--- src/rtl/txdesc_pkg.sv ---
// Shared definitions for the transmit descriptor walker: sequencer
// states, fault codes, word-0 bit positions and the close-word builder.
// Assumes 32-bit memory words and a 20-bit status field in word 0.
package txdesc_pkg;

    localparam int WORD_W    = 32;
    localparam int STAT_W    = 20;
    localparam int CTRL_LSB  = 20;
    localparam int CTRL_W    = WORD_W - CTRL_LSB;
    localparam int OWN_BIT   = 31;
    localparam int IOC_BIT   = 30;
    localparam int TSREQ_BIT = 25;
    localparam int EOR_BIT   = 21;

    typedef enum logic [3:0] {
        S_IDLE,
        S_RD0,
        S_RD1,
        S_RD2,
        S_OFFER,
        S_WAIT,
        S_WB6,
        S_WB7,
        S_WB0,
        S_HALT
    } seq_state_t;

    typedef enum logic [1:0] {
        FAULT_NONE  = 2'd0,
        FAULT_READ  = 2'd1,
        FAULT_WRITE = 2'd2
    } fault_kind_t;

    // Build the closing word 0: ownership cleared, control kept, status new.
    function automatic logic [WORD_W-1:0] close_word(
        input logic [CTRL_W-1:0] ctrl,
        input logic [STAT_W-1:0] stat
    );
        return {1'b0, ctrl[CTRL_W-2:0], stat};
    endfunction

endpackage

--- src/rtl/txdesc_ptr.sv ---
// Current-descriptor pointer. It is loaded from the ring base on the
// first start after reset and, when a descriptor closes, it either
// advances by the selected stride or wraps to the base.
// Assumes load and step are never asserted together.
module txdesc_ptr #(
    parameter int AW       = 32,
    parameter int SMALL_WD = 4,
    parameter int LARGE_WD = 8
) (
    input  logic          clk,
    input  logic          rst_n,
    input  logic [AW-1:0] ring_base,
    input  logic          ext_mode,
    input  logic          load_base,
    input  logic          step,
    input  logic          wrap,
    output logic [AW-1:0] ptr,
    output logic          primed
);

    localparam logic [AW-1:0] STRIDE_SMALL = AW'(SMALL_WD * 4);
    localparam logic [AW-1:0] STRIDE_LARGE = AW'(LARGE_WD * 4);

    logic [AW-1:0] stride;

    // Pick the byte stride from the descriptor-size selection.
    always_comb begin
        stride = ext_mode ? STRIDE_LARGE : STRIDE_SMALL;
    end

    // Hold the pointer; load, advance or wrap on request.
    always_ff @(posedge clk) begin
        if (!rst_n) begin
            ptr    <= '0;
            primed <= 1'b0;
        end else if (load_base) begin
            ptr    <= ring_base;
            primed <= 1'b1;
        end else if (step) begin
            ptr    <= wrap ? ring_base : ptr + stride;
        end
    end

endmodule

--- src/rtl/txdesc_fault.sv ---
// Fatal bus-error latch. It records the first error response and its
// direction, and only reset clears it.
// Assumes err_hit is a single-cycle qualifier of a completed transfer.
module txdesc_fault
    import txdesc_pkg::*;
(
    input  logic       clk,
    input  logic       rst_n,
    input  logic       err_hit,
    input  logic       err_is_write,
    output logic       fatal,
    output logic [1:0] kind
);

    // Latch the first error and keep it until reset.
    always_ff @(posedge clk) begin
        if (!rst_n) begin
            fatal <= 1'b0;
            kind  <= FAULT_NONE;
        end else if (err_hit && !fatal) begin
            fatal <= 1'b1;
            kind  <= err_is_write ? FAULT_WRITE : FAULT_READ;
        end
    end

endmodule

--- src/rtl/txdesc_seq.sv ---
// Descriptor sequencer: fetch words 0-2, check ownership, offer the
// buffer, wait for completion, then write back words 6 and 7 (when a
// timestamp is wanted in extended mode) followed by word 0.
// Assumes a memory port that completes a request when mem_ack is high
// and flags an error response with mem_err in the same cycle.
module txdesc_seq
    import txdesc_pkg::*;
#(
    parameter int AW   = 32,
    parameter int LENW = 13,
    parameter int TSW  = 64
) (
    input  logic              clk,
    input  logic              rst_n,
    input  logic              start,
    input  logic              ext_mode,
    input  logic              fatal,
    input  logic              primed,
    input  logic [AW-1:0]     ptr,
    output logic              load_base,
    output logic              step,
    output logic              wrap,
    output logic              mem_req,
    output logic              mem_we,
    output logic [AW-1:0]     mem_addr,
    output logic [WORD_W-1:0] mem_wdata,
    input  logic              mem_ack,
    input  logic [WORD_W-1:0] mem_rdata,
    input  logic              mem_err,
    output logic              err_hit,
    output logic              frm_valid,
    input  logic              frm_ready,
    output logic [AW-1:0]     frm_buf_addr,
    output logic [LENW-1:0]   frm_len,
    input  logic              cpl_valid,
    input  logic [STAT_W-1:0] cpl_status,
    input  logic [TSW-1:0]    cpl_tstamp,
    output logic              irq,
    output logic              suspended
);

    localparam int IOC_IDX  = IOC_BIT - CTRL_LSB;
    localparam int TS_IDX   = TSREQ_BIT - CTRL_LSB;
    localparam int EOR_IDX  = EOR_BIT - CTRL_LSB;
    localparam int TS_HI_LO = TSW - WORD_W;

    seq_state_t        state, nxt;
    logic [CTRL_W-1:0] ctrl_q;
    logic [LENW-1:0]   len_q;
    logic [AW-1:0]     buf_q;
    logic [STAT_W-1:0] stat_q;
    logic [TSW-1:0]    ts_q;
    logic              xfer_ok;
    logic              go;
    logic              ts_wanted;

    // Byte offset of descriptor word n.
    function automatic logic [AW-1:0] word_off(input int n);
        return AW'(n * 4);
    endfunction

    // Handshake and qualifier helpers.
    always_comb begin
        go        = (state == S_IDLE) && start && !fatal;
        xfer_ok   = mem_req && mem_ack && !mem_err;
        err_hit   = mem_req && mem_ack && mem_err;
        ts_wanted = ext_mode && ctrl_q[TS_IDX];
        load_base = go && !primed;
        step      = (state == S_WB0) && xfer_ok;
        wrap      = ctrl_q[EOR_IDX];
    end

    // Next-state selection.
    always_comb begin
        nxt = state;
        case (state)
            S_IDLE:  if (go) nxt = S_RD0;
            S_RD0:   if (mem_ack) nxt = mem_err ? S_HALT :
                                    (mem_rdata[OWN_BIT] ? S_RD1 : S_IDLE);
            S_RD1:   if (mem_ack) nxt = mem_err ? S_HALT : S_RD2;
            S_RD2:   if (mem_ack) nxt = mem_err ? S_HALT : S_OFFER;
            S_OFFER: if (frm_ready) nxt = S_WAIT;
            S_WAIT:  if (cpl_valid) nxt = ts_wanted ? S_WB6 : S_WB0;
            S_WB6:   if (mem_ack) nxt = mem_err ? S_HALT : S_WB7;
            S_WB7:   if (mem_ack) nxt = mem_err ? S_HALT : S_WB0;
            S_WB0:   if (mem_ack) nxt = mem_err ? S_HALT : S_RD0;
            S_HALT:  nxt = S_HALT;
            default: nxt = S_IDLE;
        endcase
    end

    // State register.
    always_ff @(posedge clk) begin
        if (!rst_n) state <= S_IDLE;
        else        state <= nxt;
    end

    // Memory request drive for the current state.
    always_comb begin
        mem_req   = 1'b0;
        mem_we    = 1'b0;
        mem_addr  = ptr;
        mem_wdata = '0;
        case (state)
            S_RD0: mem_req = 1'b1;
            S_RD1: begin
                mem_req  = 1'b1;
                mem_addr = ptr + word_off(1);
            end
            S_RD2: begin
                mem_req  = 1'b1;
                mem_addr = ptr + word_off(2);
            end
            S_WB6: begin
                mem_req   = 1'b1;
                mem_we    = 1'b1;
                mem_addr  = ptr + word_off(6);
                mem_wdata = ts_q[WORD_W-1:0];
            end
            S_WB7: begin
                mem_req   = 1'b1;
                mem_we    = 1'b1;
                mem_addr  = ptr + word_off(7);
                mem_wdata = ts_q[TSW-1:TS_HI_LO];
            end
            S_WB0: begin
                mem_req   = 1'b1;
                mem_we    = 1'b1;
                mem_wdata = close_word(ctrl_q, stat_q);
            end
            default: ;
        endcase
    end

    // Capture descriptor fields as they are fetched.
    always_ff @(posedge clk) begin
        if (!rst_n) begin
            ctrl_q <= '0;
            len_q  <= '0;
            buf_q  <= '0;
        end else if (xfer_ok) begin
            if (state == S_RD0) ctrl_q <= mem_rdata[WORD_W-1:CTRL_LSB];
            if (state == S_RD1) len_q  <= mem_rdata[LENW-1:0];
            if (state == S_RD2) buf_q  <= mem_rdata[AW-1:0];
        end
    end

    // Capture completion status and timestamp.
    always_ff @(posedge clk) begin
        if (!rst_n) begin
            stat_q <= '0;
            ts_q   <= '0;
        end else if (state == S_WAIT && cpl_valid) begin
            stat_q <= cpl_status;
            ts_q   <= cpl_tstamp;
        end
    end

    // Completion interrupt pulse and suspension flag.
    always_ff @(posedge clk) begin
        if (!rst_n) begin
            irq       <= 1'b0;
            suspended <= 1'b0;
        end else begin
            irq <= step && ctrl_q[IOC_IDX];
            if (state == S_RD0 && xfer_ok && !mem_rdata[OWN_BIT])
                suspended <= 1'b1;
            else if (go)
                suspended <= 1'b0;
        end
    end

    // Frame offer outputs.
    always_comb begin
        frm_valid    = (state == S_OFFER);
        frm_buf_addr = buf_q;
        frm_len      = len_q;
    end

endmodule

--- src/rtl/txdesc_engine.sv ---
// Top of the transmit descriptor walker. It ties the sequencer to the
// pointer register and the fatal-error latch.
// Assumes the ring base is aligned to the selected descriptor size and
// that configuration inputs change only while the block is idle.
module txdesc_engine #(
    parameter int AW   = 32,
    parameter int LENW = 13,
    parameter int TSW  = 64
) (
    input  logic            clk,
    input  logic            rst_n,
    input  logic [AW-1:0]   cfg_ring_base,
    input  logic            cfg_ext_desc,
    input  logic            cfg_start,
    output logic            mem_req,
    output logic            mem_we,
    output logic [AW-1:0]   mem_addr,
    output logic [31:0]     mem_wdata,
    input  logic            mem_ack,
    input  logic [31:0]     mem_rdata,
    input  logic            mem_err,
    output logic            frm_valid,
    input  logic            frm_ready,
    output logic [AW-1:0]   frm_buf_addr,
    output logic [LENW-1:0] frm_len,
    input  logic            cpl_valid,
    input  logic [19:0]     cpl_status,
    input  logic [TSW-1:0]  cpl_tstamp,
    output logic            tx_irq,
    output logic            st_suspended,
    output logic            st_fatal,
    output logic [1:0]      st_err_kind
);

    logic [AW-1:0] desc_ptr;
    logic          primed;
    logic          load_base;
    logic          step;
    logic          wrap;
    logic          err_hit;

    txdesc_ptr #(.AW(AW)) u_ptr (
        .clk       (clk),
        .rst_n     (rst_n),
        .ring_base (cfg_ring_base),
        .ext_mode  (cfg_ext_desc),
        .load_base (load_base),
        .step      (step),
        .wrap      (wrap),
        .ptr       (desc_ptr),
        .primed    (primed)
    );

    txdesc_fault u_fault (
        .clk          (clk),
        .rst_n        (rst_n),
        .err_hit      (err_hit),
        .err_is_write (mem_we),
        .fatal        (st_fatal),
        .kind         (st_err_kind)
    );

    txdesc_seq #(.AW(AW), .LENW(LENW), .TSW(TSW)) u_seq (
        .clk          (clk),
        .rst_n        (rst_n),
        .start        (cfg_start),
        .ext_mode     (cfg_ext_desc),
        .fatal        (st_fatal),
        .primed       (primed),
        .ptr          (desc_ptr),
        .load_base    (load_base),
        .step         (step),
        .wrap         (wrap),
        .mem_req      (mem_req),
        .mem_we       (mem_we),
        .mem_addr     (mem_addr),
        .mem_wdata    (mem_wdata),
        .mem_ack      (mem_ack),
        .mem_rdata    (mem_rdata),
        .mem_err      (mem_err),
        .err_hit      (err_hit),
        .frm_valid    (frm_valid),
        .frm_ready    (frm_ready),
        .frm_buf_addr (frm_buf_addr),
        .frm_len      (frm_len),
        .cpl_valid    (cpl_valid),
        .cpl_status   (cpl_status),
        .cpl_tstamp   (cpl_tstamp),
        .irq          (tx_irq),
        .suspended    (st_suspended)
    );

endmodule

--- config.mk ---
export PLATFORM = sky130hd
export DESIGN_NAME = txdesc_engine
export DESIGN_NICKNAME = d
export VERILOG_FILES = /design/src/rtl/txdesc_pkg.sv /design/src/rtl/txdesc_ptr.sv /design/src/rtl/txdesc_fault.sv /design/src/rtl/txdesc_seq.sv /design/src/rtl/txdesc_engine.sv
export SDC_FILE = /design/constraint.sdc
export NUM_CORES = 1
export LEC_CHECK = 0
export ABC_AREA = 1
export BUFFER_PORTS_ARGS = -buffer_cell sky130_fd_sc_hd__buf_2
export CAP_MARGIN = 10
export CORE_MARGIN = 2
export CORE_UTILIZATION = 57
export CTS_CLUSTER_SIZE = 24
export DETAILED_ROUTE_END_ITERATION = 8
export PLACE_DENSITY = 0.87
export SYNTH_ARGS = -nofsm -noshare
export SYNTH_HDL_FRONTEND = slang
export SYNTH_SLANG_ARGS = --single-unit
--- constraint.sdc ---
create_clock -name clk -period 7.76 [get_ports clk]
set_input_delay 0.388 -clock clk [delete_from_list [all_inputs] [get_ports clk]]
set_output_delay 0.388 -clock clk [all_outputs]
set_load 0.05 [all_outputs]
==> results of run 1 <==
[layout by cell type, fill, tap and decap left out, drive strengths merged, types with 2 or more instances in the layout]
cell and n:
o221ai 31, o21ai 142, or2 5, o211ai 8, dfxtp 182, a21oi 189
inv 184, fa 2, ha 4, nor3 10, buf 279, o22ai 2
nor2 72, o21bai 4, clkinv 9, a31oi 6, clkbuf 17, nand3 176
xor2 13, nand4 27, nand2 314, nor4 3
[worst register-to-register path: stages, from the launching register on]
cell	delay, ps
dfxtp_1	400
nor2_1	220
nand3_2	700
nand3_2	340
nand3_2	110
inv_2	570
nand2_1	860
a21oi_1	360
nor2_1	50
[cell usage after synthesis, types with 13 or more instances]
cell type / number
clkbuf_1: 47
o21ai_0: 131
inv_1: 168
a21oi_1: 189
xor2_1: 13
nor2_1: 62
dfxtp_1: 182
nand2_1: 305
nand4_1: 27
o221ai_1: 31
buf_2: 17
nand3_1: 173
buf_4: 15
[stage by stage]
step | hold slack [ps] | setup WS (ps) | total power [W] | area [µm²] | util [%]
finish | 207 | 2930 | 0.00287 | 11600 | 70.0
detailed placement | 447 | 3490 | 0.00199 | 11000 | 66.2
global placement | 440 | 3640 | 0.00197 | 11000 | 66.2
floorplan | 429 | 4100 | 0.00176 | 9760 | -
global route | 213 | 2690 | 0.00302 | 11600 | 70.0
CTS | 195 | 3000 | 0.00286 | 11600 | 70.0
[path summary, 6_finish.rpt]
| path | from | to | cells past startpoint |
|---|---|---|---|
| worst min-delay path | cpl_status[10] | u_seq.stat_q[10]$_SDFFE_PN0P_ | 3 |
| worst max register to register | u_seq.state[1]$_SDFFE_PN0P_ | u_seq.frm_buf_addr[31]$_SDFFE_PN0P_ | 8 |
| worst min register to register | u_seq.stat_q[7]$_SDFFE_PN0P_ | u_seq.stat_q[7]$_SDFFE_PN0P_ | 2 |
| worst max-delay path | u_seq.state[1]$_SDFFE_PN0P_ | mem_addr[6] | 11 |
[where the power goes]
part | switching [W] | internal, W | total [W]
clock | 0.000440 | 0.000442 | 0.000882
combinational | 0.000651 | 0.000233 | 0.000884
sequential | 0.000107 | 0.000996 | 0.00110
[flip-flops by register name, summed over array words and instances, names as in the netlist]
register / count
u_seq.ts_q: 64
u_ptr.ptr: 32
u_seq.frm_buf_addr: 32
u_seq.stat_q: 20
u_seq.frm_len: 13
u_seq.ctrl_q: 11
u_seq.state: 4
u_fault.kind: 2
u_fault.fatal: 1
u_ptr.primed: 1
u_seq.irq: 1
u_seq.suspended: 1
[metal layers]
layer / part of all wire [%] / routed length, µm / global-route usage (%) / up-vias
li1: - / - / - / 5310
met1: 41 / 12800 / 43.9 / 4993
met2: 46 / 14300 / 54.0 / 583
met3: 9.9 / 3090 / 6.72 / 86
met4: 3.8 / 1200 / 15.6 / 0
met5: 0 / 0 / 0 / -
[area by class of cell]
type                    instances  area share (%)
repair buffers                279            12.1
well taps                     220            2.36
diodes                          1          0.0215
inverters                     178            5.74
clock buffers                  17            3.65
clock inverters                15            1.68
multi-input cells            1012            43.1
flip-flops and latches        182            31.3
[cells by family after synthesis]
kind of cell / synth area share, %
compound gates: 21.6
buf+inv: 11.4
flops: 37.3
xor+xnor: 1.17
simple gates: 27.7
fa+ha+maj: 0.923
==> run metrics, run 1 <==
HPWL after DPL=between 20 and 25 mm; post-synthesis sequential area ratio=37.3%; Mapped Cells=1,464; WS Path Type=register to output port; worst vdd ir=199 µV; GRT Resource Usage Total=33.7%; post-route ant nets=0; worst clock skew=12.6 ps; WL final=approximately 31 mm; final hold violation count=0; synth top area cells=dfxtp_1 37%, nand2_1 12%, a21oi_1 9.7%; Vias=around 11,000; Die Y=135 µm; area of the multi-input gates=around 0.005 mm²; Core Box Area=approximately 0.017 mm²; Slew headroom=between 30% and 40%; htree depth=4; worst hold path class=primary input to register; Max stage delay cell, worst path=nor2_1; Yosys cell types=38; largest net degree at the start of global routing=between 100 and 150; most frequent cell on the critical path=inv_1; R2R Setup Slk=about 4000 ps; highest clock rate=around 210 MHz; Worst Tran Pin Value=~1000 ps; nets@finish=around 1,800; register area=0.00364 mm²; area leader, netlist=dfxtp_1; Mean Syn Cell Area=about 6.7 µm²; chip width=around 130 µm; Placed Cells incl. Taps=about 1,900; IO Port Bufs=~270; Clock Tree Root=clkbuf_16; fraction of layout instances using a drive strength above 1=a little over a fifth; Pre-Repair DR Iteration Count=6; worst-path maximum fanout=35; CTS Buffer Depth=2; Hold-fix buffers, CTS=0; fillers=1,453; status=completed; Final Setup Violations=0; initial antenna violation count=1; # DRC=0; Worst Path Arrival=4440 ps; CP Data Required Time=between 7000 and 8000 ps; Starting Density=between 50% and 60%; cts repair resizes=0; first-pass GRT wire length=just under 50 mm; First DRT Iteration DRCs=1,073; row count=between 40 and 50; average wire per standard cell=16.4 µm; share of the synthesized area in the top cell type=about 37%; crit-path leading delay family=simple AND/OR/NAND/NOR gates; Layout Cells excl Fill=roughly 1,900; CP bufs+invs=4; Startpoint Class=register; PwrDens=between 200 and 250 mW/mm²; Clock Sinks=between 150 and 200; CTS tree=built; die area=0.0182 mm²; Syn. warnings=0; syn nets=about 1,600; vias in the first global route=about 10,000; post-CTS setup buffer count=0; P&R area growth vs syn=19.3%; Worst Setup End Kind=output port; synthesized area=~0.0098 mm²; setup_tns=0 ps; Final period util=between 60% and 70%; GP Congestion=1.00; Via density=5.76; clock latency on the worst-skew pair=~440 ps; minimum clock period=4830 ps; Yosys reg bits=approximately 180; GRT overflow=0; CP max stage delay=approximately 800 ps; MaxCap Viol Count=0; Main synth FF type=dfxtp_1; unrepaired setup endpoints after global routing=false; Async SR Flop Fraction=0%; CTS Buf Count=17; EDFF count, synth=0; I/O Pins=273; clock transition at the registers of the reported paths=roughly 80 ps; Lkg Pwr=between 5 and 6 nW; Slew Viols, Final=0; CP cell instances=nand2_1 > inv_1 > nand2_2 > inv_1 > nor2_1 > inv_1 > nand3_1 > and2_4 > nand3_1 > o21ai_0 > buf_2
No activity file was read; power rests on OpenSTA's default activity.
==> run 2, diff against run 1 <==
--- a/config.mk
+++ b/config.mk
@@ -9,10 +9,10 @@
 export BUFFER_PORTS_ARGS = -buffer_cell sky130_fd_sc_hd__buf_2
 export CAP_MARGIN = 10
 export CORE_MARGIN = 2
-export CORE_UTILIZATION = 57
+export CORE_UTILIZATION = 53
 export CTS_CLUSTER_SIZE = 24
 export DETAILED_ROUTE_END_ITERATION = 8
-export PLACE_DENSITY = 0.87
+export PLACE_DENSITY = 0.82
 export SYNTH_ARGS = -nofsm -noshare
 export SYNTH_HDL_FRONTEND = slang
 export SYNTH_SLANG_ARGS = --single-unit
==> constraint.sdc (replaced) <==
create_clock -name clk -period 4.65 [get_ports clk]
set_input_delay 0.2325 -clock clk [delete_from_list [all_inputs] [get_ports clk]]
set_output_delay 0.2325 -clock clk [all_outputs]
set_load 0.05 [all_outputs]
==> run metrics, run 2 (same netlist as run 1, synthesis figures left out) <==
largest net degree at the start of global routing=93 (-16%); Hold-fix buffers, CTS=0 (unchanged); Design Area, Final=0.0117 mm² (about the same); MaxCap Viol Count=0 (unchanged); WL met2=15.0 mm (+5.1%); worst-path maximum fanout=34 (-2.9%); Reg2Reg Depth=9 (+1); post-route ant nets=0 (unchanged); final hold violation count=0 (unchanged); IO Port Bufs=272 (unchanged); worst setup margin=657 ps (-2270 ps); pre-CTS WS=1140 ps (-2350 ps); row count=49 (+4.3%); most frequent cells in the layout=304 x nand2_1, 272 x buf_2, 189 x a21oi_1; GRT overflow=0 (unchanged); crit-path leading delay family=simple AND/OR/NAND/NOR gates; CP max stage delay=500 ps (-310 ps); routed wl met3=2.52 mm (-18%); Die Y=140 µm (+3.6%); Pre-Repair DR Iteration Count=5 (-1); CP cell instances=inv_2 > nor2_4 > nand2_2 > nor2_2 > buf_4 > ha_1 > nand2_1 > nand2_1 > nand2_1 > nor3_2 > nand4_1 > nand2_1 > nand2_1 > o21ai_0 > buf_2; worst clock skew=13.7 ps (+1.03 ps); clock latency on the worst-skew pair=440 ps (about the same); HPWL after DPL=22.9 mm (+1.9%); max FFs per register=64 (unchanged); Starting Density=54.1% (-4.5 points); CP Data Required Time=4420 ps (-2950 ps); initial antenna violation count=2 (+1); Lkg Pwr=5.05 nW (about the same); P&R area growth vs syn=19.4% (about the same); GP Congestion=0.980 (-2.3%); clock transition at the registers of the reported paths=70 ps (about the same); unrepaired setup endpoints after global routing=false; most frequent cell on the critical path=nand2_1; worst vdd ir=366 µV (+84%); htree depth=4 (unchanged); chip width=140 µm (+3.6%); PwrDens=408 mW/mm² (+66%); Util after Layout=64.7% (-5.3 points); average wire per standard cell=16.6 µm (+1.1%); GRT Resource Usage Total=31.5% (-2.2 points); # DRC=0 (unchanged); WL final=31.9 mm (+1.9%); minimum clock period=about 4000 ps; WS Path Type=register to output port; dpl cell area=0.0111 mm² (+0.37%); DR top layer=met4; Vias=10,800 (-1.9%); Via density=5.61 (-2.6%); die area=0.0195 mm² (+7.3%); vias in the first global route=9,910 (-1.8%); Final Setup Violations=0 (unchanged); Min-Delay Path Depth=3 (unchanged); CTS Buf Count=17 (unchanged); end of the worst hold path=u_ptr.ptr[2]$_SDFFE_PN0P_; cts repair resizes=0 (unchanged); WL met1=13.5 mm (+5.8%); setup_tns=0 ps (unchanged); Slew headroom=27.4% (-2.7 points); status=completed; Max stage delay cell, worst path=dfxtp_1; Worst Tran Pin Value=1090 ps (+40.1 ps); First DRT Iteration DRCs=910 (-15%); I/O Pins=273 (unchanged); commonest non-fill, non-tap cell in the layout=nand2_1; first-pass GRT wire length=50.4 mm (+2.0%); CP bufs+invs=3 (-1); nets@finish=1,836 (+0.22%); Core Box Area=0.0180 mm² (+8.3%); Clock Tree Root=clkbuf_16; R2R Setup Slk=1110 ps (-2910 ps); Reg with most FFs=u_seq.ts_q; Startpoint Class=register; Final period util=85.9%; fraction of layout instances using a drive strength above 1=21.1% (+0.13 points); highest clock rate=between 200 and 300 MHz; Worst Path Arrival=3760 ps (-680 ps); Worst R2R End=u_seq.frm_buf_addr[31]$_SDFFE_PN0P_; Worst Setup End Kind=output port; Slew Viols, Final=0 (unchanged); CTS Buffer Depth=2 (unchanged); reg2reg start=u_seq.state[1]$_SDFFE_PN0P_; CTS tree=built; worst hold path class=primary input to register; origin of the worst min-delay path=cfg_ring_base[2]; post-CTS setup buffer count=0 (unchanged); Clock Sinks=182 (unchanged)
run 2: cell types whose count changed in the layout (fill, tap and decap cells not counted):
cell	delta
clkinv_8	-3
diode_2	+1
inv_8	+1
buf_4	+4
clkinvlp_4	+2
clkbuf_1	+1
inv_12	-1
run 2: worst max path at each step:
stage                                     start                                  end  slack, ps  cells past startpoint
detailed placement  u_seq.state[1]$_SDFFE_PN0P_  u_seq.frm_buf_addr[31]$_SDFFE_PN0P_       1140                      9
global route        u_seq.state[1]$_SDFFE_PN0P_                         mem_addr[24]        360                     15
global placement    u_seq.state[1]$_SDFFE_PN0P_  u_seq.frm_buf_addr[31]$_SDFFE_PN0P_       1210                      9
finish              u_seq.state[1]$_SDFFE_PN0P_                         mem_addr[24]        660                     15
CTS                 u_seq.state[1]$_SDFFE_PN0P_                         mem_addr[24]        710                     15
floorplan           u_seq.state[1]$_SDFFE_PN0P_                         mem_addr[23]       1140                     14
run 2: layout make-up:
type | count | area [µm²]
multi-input combinational | 1012 | 5020
tap | 229 | 287
sequential | 182 | 3640
clock buffer | 18 | 429
inverter | 178 | 668
timing repair buffer | 283 | 1440
fill | 1712 | 6370
clock inverter | 14 | 156
antenna | 2 | 5.00
run 2: metrics by stage:
step | hold slack, ps | power (W) | instances
after floorplan | 375 | 0.00295 | 1464
after global placement | 439 | 0.00332 | 1884
after detailed placement | 446 | 0.00334 | 1884
after CTS | 44.9 | 0.00476 | 1916
after global routing | 65.2 | 0.00499 | 1918
final | 56.4 | 0.00476 | 1918
run 2: worst register-to-register path: stages, from the launching register on:
cell	delay, ps
dfxtp_1	390
nor2_1	200
nand3_2	690
nand3_2	350
nand3_2	120
inv_2	60
buf_4	390
nand2_1	780
a21oi_1	370
nor2_1	60
run 2: metal layers:
layer	up-vias	track usage, %
met4	0	10.3
met2	500	51.5
met3	55	5.37
met1	4892	42.6
met5	-	0
li1	5313	-
run 2: where the power goes:
group / internal, W / leakage, nW / total, W / switching [W]
Clock: 0.000721 / 0.280 / 0.00143 / 0.000712
Sequential: 0.00166 / 1.47 / 0.00184 / 0.000175
Combinational: 0.000397 / 3.29 / 0.00149 / 0.00109
==> run 3, diff against run 2 <==
--- a/config.mk
+++ b/config.mk
@@ -5,14 +5,15 @@
 export SDC_FILE = /design/constraint.sdc
 export NUM_CORES = 1
 export LEC_CHECK = 0
-export ABC_AREA = 1
 export BUFFER_PORTS_ARGS = -buffer_cell sky130_fd_sc_hd__buf_2
 export CAP_MARGIN = 10
+export CELL_PAD_IN_SITES_DETAIL_PLACEMENT = 2
+export CELL_PAD_IN_SITES_GLOBAL_PLACEMENT = 2
 export CORE_MARGIN = 2
-export CORE_UTILIZATION = 53
+export CORE_UTILIZATION = 28
 export CTS_CLUSTER_SIZE = 24
 export DETAILED_ROUTE_END_ITERATION = 8
-export PLACE_DENSITY = 0.82
+export PLACE_DENSITY = 0.81
 export SYNTH_ARGS = -nofsm -noshare
 export SYNTH_HDL_FRONTEND = slang
 export SYNTH_SLANG_ARGS = --single-unit
==> run metrics, run 3 <==
status=completed; synth top area cells=dfxtp_1 42%, nand2_1 16%, a21oi_1 9.5%; largest net degree at the start of global routing=89 (-4.3%); MaxCap Viol Count=0 (unchanged); WL final=35.4 mm (+11%); worst vdd ir=239 µV (-35%); Clock Tree Root=clkbuf_16; chip width=181 µm (+29%); max FFs per register=64 (unchanged); commonest non-fill, non-tap cell in the layout=nand2_1; CP Data Required Time=4420 ps (about the same); Slew Viols, Final=0 (unchanged); GR Util met1=24.7% (-18 points); Mapped Cells=1,180 (-19%); GRT overflow=0 (unchanged); worst setup margin=506 ps (-150 ps); unrepaired setup endpoints after global routing=false; Yosys reg bits=182 (unchanged); average wire per standard cell=19.6 µm (+18%); clock transition at the registers of the reported paths=80 ps (about the same); post-route ant nets=0 (unchanged); area leader, netlist=dfxtp_1; register area=0.00364 mm² (unchanged); syn nets=1,342 (-17%); first-pass GRT wire length=55.4 mm (+9.9%); fillers=3,705 (+120%); most frequent cells in the layout=361 x nand2_1, 272 x buf_2, 182 x dfxtp_1; PwrDens=335 mW/mm² (-18%); cts repair resizes=0 (unchanged); share of the synthesized area in the top cell type=41.8% (+4.4 points); First DRT Iteration DRCs=428 (-53%); met2 Use GR=38.2% (-13 points); CTS Buffer Depth=2 (unchanged); CTS Buf Count=17 (unchanged); P&R area growth vs syn=25.0%; setup_tns=0 ps (unchanged); die area=0.0326 mm² (+67%); Hold WS=20.4 ps (-36.0 ps); Worst Tran Pin Value=974 ps (-113 ps); I/O Pins=273 (unchanged); nets@finish=1,554 (-15%); post-CTS setup buffer count=0 (unchanged); Startpoint Class=register; Clock Sinks=182 (unchanged); initial antenna violation count=8 (+6); row count=64 (+31%); met3 usage=4.83% (-0.54 points); Yosys cell types=60 (+58%); Hold-fix buffers, CTS=0 (unchanged); GRT Resource Usage Total=21.3% (-10 points); Final period util=89.1% (+3.2 points); Top Usage Layer GRT=met2; Util after Layout=35.5% (-29 points); GP Congestion=0.843 (-14%); Main synth FF type=dfxtp_1; clock latency on the worst-skew pair=450 ps (about the same); Worst Setup End Kind=output port; Core Box Area=0.0307 mm² (+70%); Vias=9,353 (-13%); Pre-Repair DR Iteration Count=5 (unchanged); Starting Density=28.4% (-26 points); WS Path Type=register to output port; Slew headroom=35.1% (+7.7 points); synthesized area=0.00872 mm² (-11%); # DRC=0 (unchanged); worst-path maximum fanout=33 (-2.9%); Reg with most FFs=u_seq.ts_q; vias in the first global route=10,200 (+2.5%); most frequent cell after synthesis=nand2_1; Via density=5.18 (-7.7%); Mean Syn Cell Area=7.39 µm² (+11%); Lkg Pwr=4.55 nW (-9.7%); worst hold path class=primary input to register; highest clock rate=241 MHz (-3.6%); post-synthesis sequential area ratio=41.8% (+4.4 points); pre-CTS WS=958 ps (-183 ps); area of the multi-input gates=0.00466 mm² (-7.3%); CTS tree=built; final hold violation count=0 (unchanged); EDFF count, synth=0 (unchanged); IO Port Bufs=272 (unchanged); htree depth=4 (unchanged); Die Y=181 µm (+29%); worst clock skew=14.2 ps (+0.498 ps); Worst Path Arrival=3910 ps (+150 ps); minimum clock period=4140 ps (+150 ps); fraction of layout instances using a drive strength above 1=24.1% (+3.0 points); HPWL after DPL=25.6 mm (+12%); Final Setup Violations=0 (unchanged); Async SR Flop Fraction=0% (unchanged); commonest cells in the netlist=361 x nand2_1, 182 x dfxtp_1, 166 x a21oi_1; Syn. warnings=0 (unchanged)
## run 3: cell types whose count changed after synthesis, moves of 13 or more
cell / previous run / this run
inv_1: 168 / 13
a22oi_1: 1 / 35
nand2_1: 305 / 361
clkbuf_1: 47 / 60
mux2i_1: 0 / 25
nand3_1: 173 / 25
a21oi_1: 189 / 166
o21ai_0: 131 / 34
o221ai_1: 31 / 1
nand4_1: 27 / 13
xnor2_1: 0 / 17
## run 3: through the flow
stage,total power [W],instances,cell area [µm²]
after global placement,0.00223,1769,10300
after detailed placement,0.00225,1769,10300
final,0.00365,1807,10900
after global routing,0.00382,1805,10900
after CTS,0.00370,1801,10900
after floorplan,0.00203,1180,8720
## run 3: path summary, 6_finish.rpt
| path | start | endpoint | slack [ps] | depth (start not counted) |
|---|---|---|---|---|
| hold / removal | cpl_tstamp[45] | u_seq.ts_q[45]$_SDFFE_PN0P_ | 20 | 3 |
| setup / recovery | u_seq.state[2]$_SDFFE_PN0P_ | mem_addr[28] | 510 | 10 |
| hold reg to reg | u_seq.frm_buf_addr[19]$_SDFFE_PN0P_ | u_seq.frm_buf_addr[19]$_SDFFE_PN0P_ | 460 | 2 |
| setup reg to reg | u_ptr.ptr[4]$_SDFFE_PN0P_ | u_ptr.ptr[22]$_SDFFE_PN0P_ | 1880 | 8 |
## run 3: layout make-up
class	instances	share of cell area, %
antenna	6	0.138
inverter	13	0.471
timing repair buffer	287	13.5
clock inverter	15	1.27
sequential	182	33.4
tap	396	4.54
multi-input combinational	891	42.7
clock buffer	17	3.90
## run 3: critical path, stage by stage (launching register included)
cell and delay [ps]:
dfxtp_1 800, and3_1 290, buf_4 370, ha_1 320
a21oi_1 220, nor4_1 80, a31oi_1 630, nor4_4 170
nand4_1 180, xnor2_1 130, buf_2 280
## run 3: report_power, final
| group | switching [W] | total [W] | leakage [nW] | internal (W) |
|---|---|---|---|---|
| clock | 0.000725 | 0.00143 | 0.268 | 0.000709 |
| combinational | 0.000384 | 0.000563 | 2.82 | 0.000179 |
| sequential | 0.0000642 | 0.00166 | 1.47 | 0.00159 |
## run 3: cells by family (layout without fill, tap and decap cells)
family | after synthesis | after routing | share of synthesized area, %
XOR/XNOR | 28 | 28 | 2.81
adder cells (fa/ha/maj) | 6 | 6 | 1.03
other | 0 | 6 | 0
multiplexers | 27 | 27 | 3.13
flip-flops | 182 | 182 | 41.8
AND/OR/NAND/NOR | 544 | 544 | 27.2
AO/OA/AOI/OAI | 286 | 286 | 19.0
buffers and inverters | 107 | 332 | 5.09
## run 3: per-layer routing
layer / wire length [µm] / up-vias
li1: - / 4447
met1: 14800 / 4621
met2: 17800 / 229
met3: 1720 / 52
met4: 1080 / 4
met5: 27 / -
